**config.mk**
```make
export PLATFORM = sky130hd
export DESIGN_NAME = flash_irq_top
export DESIGN_NICKNAME = d
export VERILOG_FILES = /design/src/rtl/flash_irq_pkg.sv /design/src/rtl/flash_irq_ctrl.sv /design/src/rtl/flash_irq_dp.sv /design/src/rtl/flash_irq_top.sv
export SDC_FILE = /design/constraint.sdc
export NUM_CORES = 1
export LEC_CHECK = 0
export BUFFER_PORTS_ARGS = -buffer_cell sky130_fd_sc_hd__buf_4
export CAP_MARGIN = 20
export CORE_MARGIN = 5
export CORE_UTILIZATION = 40
export DETAILED_ROUTE_END_ITERATION = 10
export PLACE_DENSITY = 0.64
export SYNTH_ARGS = -nofsm -noshare
export SYNTH_HDL_FRONTEND = slang
export SYNTH_HIERARCHICAL = 1
export SYNTH_SLANG_ARGS = --single-unit
export TNS_END_PERCENT = 30
```
**constraint.sdc**
```tcl
create_clock -name clk -period 2 [get_ports clk]
set_input_delay 0.1 -clock clk [delete_from_list [all_inputs] [get_ports clk]]
set_output_delay 0.1 -clock clk [all_outputs]
set_load 0.02 [all_outputs]
```
**src/rtl/flash_irq_pkg.sv**
```systemverilog
package flash_irq_pkg;
  localparam int DATA_W = 16;
  localparam int ADDR_W = 2;
  localparam int KIND_W = 2;

  localparam logic [ADDR_W-1:0] ADDR_INT  = 2'd0;
  localparam logic [ADDR_W-1:0] ADDR_STAT = 2'd1;
  localparam logic [ADDR_W-1:0] ADDR_CFG1 = 2'd2;
  localparam logic [ADDR_W-1:0] ADDR_CFG2 = 2'd3;

  localparam int MASTER_BIT     = 15;
  localparam int RST_DONE_BIT   = 4;
  localparam int ERASE_DONE_BIT = 5;
  localparam int PROG_DONE_BIT  = 6;
  localparam int LOAD_DONE_BIT  = 7;

  localparam int ERR_CMD_BIT   = 10;
  localparam int ERR_ERASE_BIT = 11;
  localparam int ERR_PROG_BIT  = 12;
  localparam int ERR_LOAD_BIT  = 13;

  localparam int POL_BIT = 6;
  localparam int RDY_BIT = 7;

  localparam logic [DATA_W-1:0] CFG1_RD_MASK = 16'hFFE0;
  localparam logic [DATA_W-1:0] CFG1_RST     = 16'h40C0;
  localparam logic [DATA_W-1:0] CFG2_RST     = 16'h0000;
  localparam logic [DATA_W-1:0] INT_COLD     = 16'h0001 << MASTER_BIT | 16'h0001 << LOAD_DONE_BIT;
  localparam logic [DATA_W-1:0] INT_WARM     = 16'h0001 << MASTER_BIT | 16'h0001 << RST_DONE_BIT;
  localparam logic [DATA_W-1:0] ERR_MASK     = 16'h3C00;

  typedef enum logic [KIND_W-1:0] {
    OP_LOAD  = 2'd0,
    OP_PROG  = 2'd1,
    OP_ERASE = 2'd2,
    OP_OTHER = 2'd3
  } opKind_e;

  typedef struct packed {
    logic              rstReq;
    logic              rstCold;
    logic              wrInt;
    logic              wrCfg1;
    logic              wrCfg2;
    logic [DATA_W-1:0] intSet;
    logic [DATA_W-1:0] errSet;
  } ctrlStrobe_t;
endpackage

```
**src/rtl/flash_irq_ctrl.sv**
```systemverilog
module flash_irq_ctrl
  import flash_irq_pkg::*;
(
  input  logic              coldRst,
  input  logic              warmRst,
  input  logic              wrEn,
  input  logic [ADDR_W-1:0] regAddr,
  input  logic              opDone,
  input  logic [KIND_W-1:0] opKind,
  input  logic              opFail,
  input  logic              badCmd,
  output ctrlStrobe_t       strb
);
  opKind_e kind;
  logic [DATA_W-1:0] doneBits;
  logic [DATA_W-1:0] failBits;

  assign kind = opKind_e'(opKind);

  // Per-kind completion and error bits
  always_comb begin
    doneBits = '0;
    failBits = '0;
    doneBits[MASTER_BIT]  = 1'b1;
    failBits[ERR_CMD_BIT] = 1'b1;
    unique case (kind)
      OP_LOAD: begin
        doneBits[LOAD_DONE_BIT] = 1'b1;
        failBits[ERR_LOAD_BIT]  = 1'b1;
      end
      OP_PROG: begin
        doneBits[PROG_DONE_BIT] = 1'b1;
        failBits[ERR_PROG_BIT]  = 1'b1;
      end
      OP_ERASE: begin
        doneBits[ERASE_DONE_BIT] = 1'b1;
        failBits[ERR_ERASE_BIT]  = 1'b1;
      end
      default: ;
    endcase
  end

  always_comb begin
    strb         = '0;
    strb.rstReq  = coldRst | warmRst;
    strb.rstCold = coldRst;   // cold wins over warm
    strb.wrInt   = wrEn && (regAddr == ADDR_INT);
    strb.wrCfg1  = wrEn && (regAddr == ADDR_CFG1);
    strb.wrCfg2  = wrEn && (regAddr == ADDR_CFG2);
    if (opDone) begin
      strb.intSet = strb.intSet | doneBits;
      if (opFail) strb.errSet = strb.errSet | failBits;
    end
    if (badCmd) begin             // unknown command
      strb.intSet[MASTER_BIT]  = 1'b1;
      strb.errSet[ERR_CMD_BIT] = 1'b1;
    end
  end
endmodule

```
**src/rtl/flash_irq_dp.sv**
```systemverilog
module flash_irq_dp
  import flash_irq_pkg::*;
(
  input  logic              clk,
  input  logic              rstN,
  input  ctrlStrobe_t       strb,
  input  logic [ADDR_W-1:0] regAddr,
  input  logic [DATA_W-1:0] wrData,
  output logic [DATA_W-1:0] rdData,
  output logic [DATA_W-1:0] intStat,
  output logic [DATA_W-1:0] errStat,
  output logic [DATA_W-1:0] cfg1,
  output logic              irq,
  output logic              ready
);
  logic [DATA_W-1:0] intQ, errQ, cfg1Q, cfg2Q;
  logic [DATA_W-1:0] intAnd, errKeep, intD, errD;
  logic readyQ;

  // Clear first, then events on top so they win
  always_comb begin
    intAnd  = strb.wrInt ? (intQ & wrData) : intQ;
    errKeep = (strb.wrInt && !intAnd[MASTER_BIT]) ? '0 : errQ;
    intD    = intAnd | strb.intSet;
    errD    = (errKeep | strb.errSet) & ERR_MASK;
  end

  always_ff @(posedge clk or negedge rstN) begin
    if (!rstN) begin
      intQ   <= INT_COLD;
      errQ   <= '0;
      cfg1Q  <= CFG1_RST;
      cfg2Q  <= CFG2_RST;
      readyQ <= 1'b1;
    end else if (strb.rstReq) begin
      intQ   <= strb.rstCold ? INT_COLD : INT_WARM;
      errQ   <= '0;
      cfg1Q  <= CFG1_RST;
      cfg2Q  <= CFG2_RST;
      readyQ <= 1'b1;
    end else begin
      intQ <= intD;
      errQ <= errD;
      if (strb.wrCfg1) begin
        cfg1Q  <= wrData;
        readyQ <= wrData[RDY_BIT];
      end
      if (strb.wrCfg2) cfg2Q <= wrData;
    end
  end

  always_comb begin
    unique case (regAddr)
      ADDR_INT:  rdData = intQ;
      ADDR_STAT: rdData = errQ;
      ADDR_CFG1: rdData = cfg1Q & CFG1_RD_MASK;
      default:   rdData = cfg2Q;
    endcase
  end

  assign irq     = intQ[MASTER_BIT] ^ ~cfg1Q[POL_BIT];
  assign ready   = readyQ;
  assign intStat = intQ;
  assign errStat = errQ;
  assign cfg1    = cfg1Q;
endmodule

```
**src/rtl/flash_irq_top.sv**
```systemverilog
module flash_irq_top
  import flash_irq_pkg::*;
(
  input  logic        clk,
  input  logic        rstN,
  input  logic        coldRst,
  input  logic        warmRst,
  input  logic        wrEn,
  input  logic [1:0]  regAddr,
  input  logic [15:0] wrData,
  output logic [15:0] rdData,
  input  logic        opDone,
  input  logic [1:0]  opKind,
  input  logic        opFail,
  input  logic        badCmd,
  output logic        irq,
  output logic        ready
);
  ctrlStrobe_t strb;
  logic [DATA_W-1:0] intStat, errStat, cfg1;

  flash_irq_ctrl u_ctrl (
    .coldRst(coldRst), .warmRst(warmRst), .wrEn(wrEn), .regAddr(regAddr),
    .opDone(opDone), .opKind(opKind), .opFail(opFail), .badCmd(badCmd),
    .strb(strb)
  );

  flash_irq_dp u_dp (
    .clk(clk), .rstN(rstN), .strb(strb), .regAddr(regAddr), .wrData(wrData),
    .rdData(rdData), .intStat(intStat), .errStat(errStat), .cfg1(cfg1),
    .irq(irq), .ready(ready)
  );
endmodule

```
==> results of run 1 <==
path summary, 6_finish.rpt:
| path | slack, ns | to | cells past startpoint | startpoint |
|---|---|---|---|---|
| min in group asynchronous | 0.33 | u_dp/cfg1[9] | 2 | rstN |
| worst max register to register | 1.02 | u_dp/errStat[12] | 3 | u_dp/intStat[15] |
| worst max-delay path | 0.36 | u_dp/intStat[4] | 5 | coldRst |
| worst min register to register | 0.52 | u_dp/intStat[2] | 2 | u_dp/intStat[2] |
| max in group asynchronous | 1.25 | u_dp/cfg2Q[15] | 2 | rstN |
| worst min-delay path | 0.03 | u_dp/cfg1[6] | 2 | wrData[6] |
per-stage QoR:
| step | util [%] | setup slack, ns | instances | hold WS (ns) |
|---|---|---|---|---|
| after floorplan | - | 0.749 | 242 | -0.196 |
| after global placement | 46.9 | 0.621 | 340 | 0.154 |
| after detailed placement | 46.9 | 0.556 | 340 | 0.152 |
| after CTS | 49.0 | 0.346 | 350 | 0.0245 |
| after global routing | 49.0 | 0.270 | 350 | 0.0346 |
| final | 49.0 | 0.360 | 350 | 0.0289 |
registers in the layout (all words and copies together) (netlist names):
| register | cells |
|---|---|
| u_dp/intStat | 16 |
| u_dp/cfg2Q | 16 |
| u_dp/errStat | 4 |
| u_dp/cfg1 | 10 |
| u_dp/ready | 1 |
report_power, final:
group,switching [mW],internal (mW),leakage [nW]
sequential,0.0145,0.976,0.627
combinational,0.142,0.118,0.655
clock,0.310,0.374,0.0524
total,0.466,1.47,1.33
timing repair:
item                       4_1_cts  5_1_grt
hold buffers                     2        0
hold endpoints to repair        43        0
setup endpoints to repair        0        0
layout make-up:
class,instances,area [um2],area share (%)
Clock buffer,7,76.3,2.63
Clock inverter,1,30.0,1.03
Multi-Input combinational cell,168,1120,38.7
Sequential cell,47,1180,40.8
Tap cell,75,93.8,3.23
Timing Repair Buffer,52,395,13.6
metal layers:
metal  global-route usage, %  vias up
li1                        -      850
met1                    20.2      859
met2                    24.2       35
met3                    2.92        5
met4                    5.36        0
met5                       0        -
==> flow_metrics.env, run 1 <==
export IMPL_grt_first_pass_wirelength_um=8780
export IMPL_path_delay_family="buffers and inverters"
export IMPL_most_common_layout_cells="50 x buf_4, 42 x nor2_1, 42 x dfrtp_1"
export IMPL_cts_resized=0
export IMPL_clkSinkCount=47
export IMPL_placed_cell_area_um2=2780
export IMPL_rsz0062_at_grt="no"
export IMPL_cp_end_kind="flop"
export IMPL_cp_num_buf_inv=2
export IMPL_fmax_ghz=0.610
export IMPL_tightest_slew_ns=0.937
export IMPL_htree_num_levels=2
export IMPL_io_pins=46
export IMPL_dieArea_um2=7770
export IMPL_grt_max_degree=50
export IMPL_p_leak_nw=1.33
export IMPL_slew_headroom_pct=37.6
export IMPL_wl_met1_um=2520
export IMPL_grt_pass1_vias=1703
export IMPL_gp_congestion=0.721
export IMPL_core_region_area_um2=5920
export IMPL_wl_um=5420
export IMPL_status="finished, final reports clean"
export IMPL_area_delta_synth_final_pct=18.8
export IMPL_crit_fanout=49
export IMPL_drtPass1Iterations=4
export IMPL_crit_type="in -> reg"
export IMPL_yosys_warnings=6
export IMPL_drc=0
export IMPL_period_minus_slack_ns=1.64
export IMPL_initial_core_util_pct=41.3
export IMPL_design_area_um2=2900
export IMPL_viasPerCell=5.00
export IMPL_netlist_area_um2=2440
export IMPL_highest_signal_layer="met4"
export IMPL_cap_violations=0
export IMPL_n_antenna_cell=0
export IMPL_cp_slowest_cell="or2_2"
export IMPL_post_cts_buffers=0
export IMPL_peakVddDrop_mv=0.265
export IMPL_wl_per_cell_um=15.5
export IMPL_cts_tree="done"
export IMPL_drive_gt1_share_pct=25.1
export IMPL_setup_tns_ns=0
export IMPL_cp_cell_sequence="dlygate4sd3_1 -> buf_4 -> or2_2 -> a211oi_1 -> a21oi_1"
export IMPL_drtIter0Drc=91
export IMPL_netlist_instances=231
export IMPL_wl_met2_um=2590
export IMPL_cts_buffers=5
export IMPL_nFillCells=549
export IMPL_ant_nets=0
export IMPL_num_vias=1749
export IMPL_final_common_cell="buf_4"
export IMPL_grt_usage_pct=15.0
export IMPL_hold_path_class="in -> reg"
export IMPL_syn_area_per_cell_um2=10.6
export IMPL_fin_skew_ns=0.0105
export IMPL_setup_viol=0
export IMPL_dp_hpwl_um=3820
export IMPL_drv_slew=0
export IMPL_clock_latency_ns=0.30
export IMPL_clockBufferDepth=2
export IMPL_wl_met3_um=230
export IMPL_finalNetCount=302
export IMPL_final_hold_violation_count=0
export IMPL_chipHeight_um=88.1
export IMPL_rows=28
export IMPL_total_power_mw=1.93
export IMPL_portBuffers=45
export IMPL_die_w_um=88.1
export IMPL_overflow=0
export IMPL_cp_slowest_stage_delay_ns=0.62
export IMPL_cts_root_buffer="clkbuf_8"
export IMPL_clkSlewWorstSetupHoldPaths_ns=0.09
export IMPL_required_ns=2.14
export IMPL_post_route_period_util_pct=82.0
export IMPL_p_per_area_nw_per_um2=667
export IMPL_antenna_found_initial=0
export IMPL_start_kind="primary input"
export IMPL_cp_arrival_ns=1.78
(Power assumes the default switching activity.)
==> run 2: changes to the inputs <==
PLACE_DENSITY = 0.66   (was 0.64)
clock period = 1.4 ns   (was 2 ns; I/O delays follow)
==> flow_metrics.env, run 2 (same netlist as run 1, synthesis figures left out) <==
export IMPL_portBuffers=45
export IMPL_die_w_um=88.1
export IMPL_seqCellArea_um2=1180
export IMPL_post_route_period_util_pct=100
export IMPL_viasPerCell=4.95
export IMPL_io_pins=46
export IMPL_multi_input_area_um2=1110
export IMPL_hold_path_class="in -> reg"
export IMPL_cp_slowest_stage_delay_ns=0.49
export IMPL_cap_violations=0
export IMPL_initial_core_util_pct=41.3
export IMPL_core_region_area_um2=5920
export IMPL_antenna_found_initial=0
export IMPL_htree_num_levels=2
export IMPL_clkSinkCount=47
export IMPL_cp_end_kind="output port"
export IMPL_tightest_slew_ns=0.598
export IMPL_rsz0062_at_grt="yes"
export IMPL_status="finished, violations left"
export IMPL_cts_tree="done"
export IMPL_fin_skew_ns=0.00190
export IMPL_most_common_layout_cells="57 x buf_4, 42 x nor2_1, 42 x dfrtp_1"
export IMPL_drtIter0Drc=115
export IMPL_grt_usage_pct=16.0
export IMPL_wl_um=5580
export IMPL_cts_buffers=5
export IMPL_ant_nets=0
export IMPL_fmax_ghz=0.711
export IMPL_p_leak_nw=1.40
export IMPL_n_antenna_cell=0
export IMPL_cp_arrival_ns=1.34
export IMPL_num_vias=1802
export IMPL_drtPass1Iterations=5
export IMPL_grt_pass1_vias=1847
export IMPL_crit_fanout=2
export IMPL_path_delay_family="multiplexers"
export IMPL_final_hold_violation_count=0
export IMPL_area_delta_synth_final_pct=24.7
export IMPL_wl_per_cell_um=15.3
export IMPL_highest_signal_layer="met4"
export IMPL_cp_cell_sequence="mux4_2 -> buf_6"
export IMPL_drv_slew=0
export IMPL_p_per_area_nw_per_um2=985
export IMPL_clock_latency_ns=0.30
export IMPL_nFillCells=544
export IMPL_wl_met2_um=2640
export IMPL_start_kind="flop"
export IMPL_clockBufferDepth=2
export IMPL_grt_max_degree=48
export IMPL_wl_met3_um=281
export IMPL_crit_type="reg -> out"
export IMPL_final_common_cell="buf_4"
export IMPL_peakVddDrop_mv=0.362
export IMPL_violations="negative setup slack"
export IMPL_slew_headroom_pct=60.1
export IMPL_placed_cell_area_um2=2830
export IMPL_overflow=0
export IMPL_drc=0
export IMPL_setup_viol=2
export IMPL_drive_gt1_share_pct=29.1
export IMPL_dieArea_um2=7770
export IMPL_cts_root_buffer="clkbuf_8"
export IMPL_period_minus_slack_ns=1.41
export IMPL_chipHeight_um=88.1
export IMPL_final_cells=364
export IMPL_grt_first_pass_wirelength_um=9440
export IMPL_finalNetCount=316
export IMPL_cp_num_buf_inv=1
export IMPL_cp_slowest_cell="mux4_2"
export IMPL_place_inst=347
export IMPL_setup_tns_ns=-0.00902
export IMPL_final_core_util_pct=51.5
export IMPL_required_ns=1.33
export IMPL_setup_ws_ns=-0.00694
export IMPL_total_power_mw=3.00
export IMPL_clkSlewWorstSetupHoldPaths_ns=0.09
export IMPL_wl_met1_um=2540
export IMPL_rows=28
export IMPL_gp_congestion=0.724
export IMPL_dp_hpwl_um=3980
export IMPL_design_area_um2=3050
[run 2: cell types whose count changed in the layout (fill, tap and decap cells not counted), sizes merged]
cell	delta
buf	+11
dlygate4sd3	+3
bufinv	+1
clkbuf	-1
[run 2: per-stage QoR]
step | hold WS [ns] | setup slack, ns
6_report | 0.0107 | -0.00694
5_1_grt | 0.0231 | -0.0494
4_1_cts | 0.00958 | -0.0180
3_5_place_dp | 0.121 | 0.127
2_1_floorplan | -0.226 | 0.179
3_3_place_gp | 0.128 | 0.178
[run 2: tightest hold or removal path, cell delays in order]
cell and delay (ns):
buf_4 0.08, mux2i_1 0.06, nor2_1 0.08
[run 2: final cells by class]
class | count | share of cell area [%]
clock buffer | 6 | 2.38
timing repair buffer | 66 | 17.2
clock inverter | 2 | 1.97
multi-input combinational | 168 | 36.6
sequential | 47 | 38.8
tap | 75 | 3.08
[run 2: metal layers]
metal,vias up,GRT usage [%]
li1,877,-
met1,870,22.5
met2,45,23.8
met3,10,3.39
met4,0,6.87
met5,-,0
[run 2: power by group]
| part | switching, mW | internal, mW | leakage [nW] |
|---|---|---|---|
| combinational | 0.213 | 0.192 | 0.706 |
| sequential | 0.0197 | 1.39 | 0.627 |
| clock | 0.467 | 0.714 | 0.0654 |
[run 2: worst paths after layout]
kind	startpoint	end	slack [ns]	cells after the start
max in group asynchronous	rstN	u_dp/cfg1[11]	0.68	2
worst max-delay path	u_dp/cfg2Q[10]	rdData[10]	-0.007	2
worst max register to register	u_dp/intStat[15]	u_dp/errStat[13]	0.42	3
worst min-delay path	wrData[4]	u_dp/cfg2Q[4]	0.01	3
worst min register to register	u_dp/intStat[6]	u_dp/intStat[6]	0.52	2
min in group asynchronous	rstN	u_dp/cfg1[9]	0.30	2
[run 2: what timing repair did]
action	4_1_cts	5_1_grt
endpoints found under the setup margin	5	10
gates resized for setup	8	3
hold buffers	5	0
endpoints found under the hold margin	47	0
pin swaps	0	0
buffers inserted	2	2
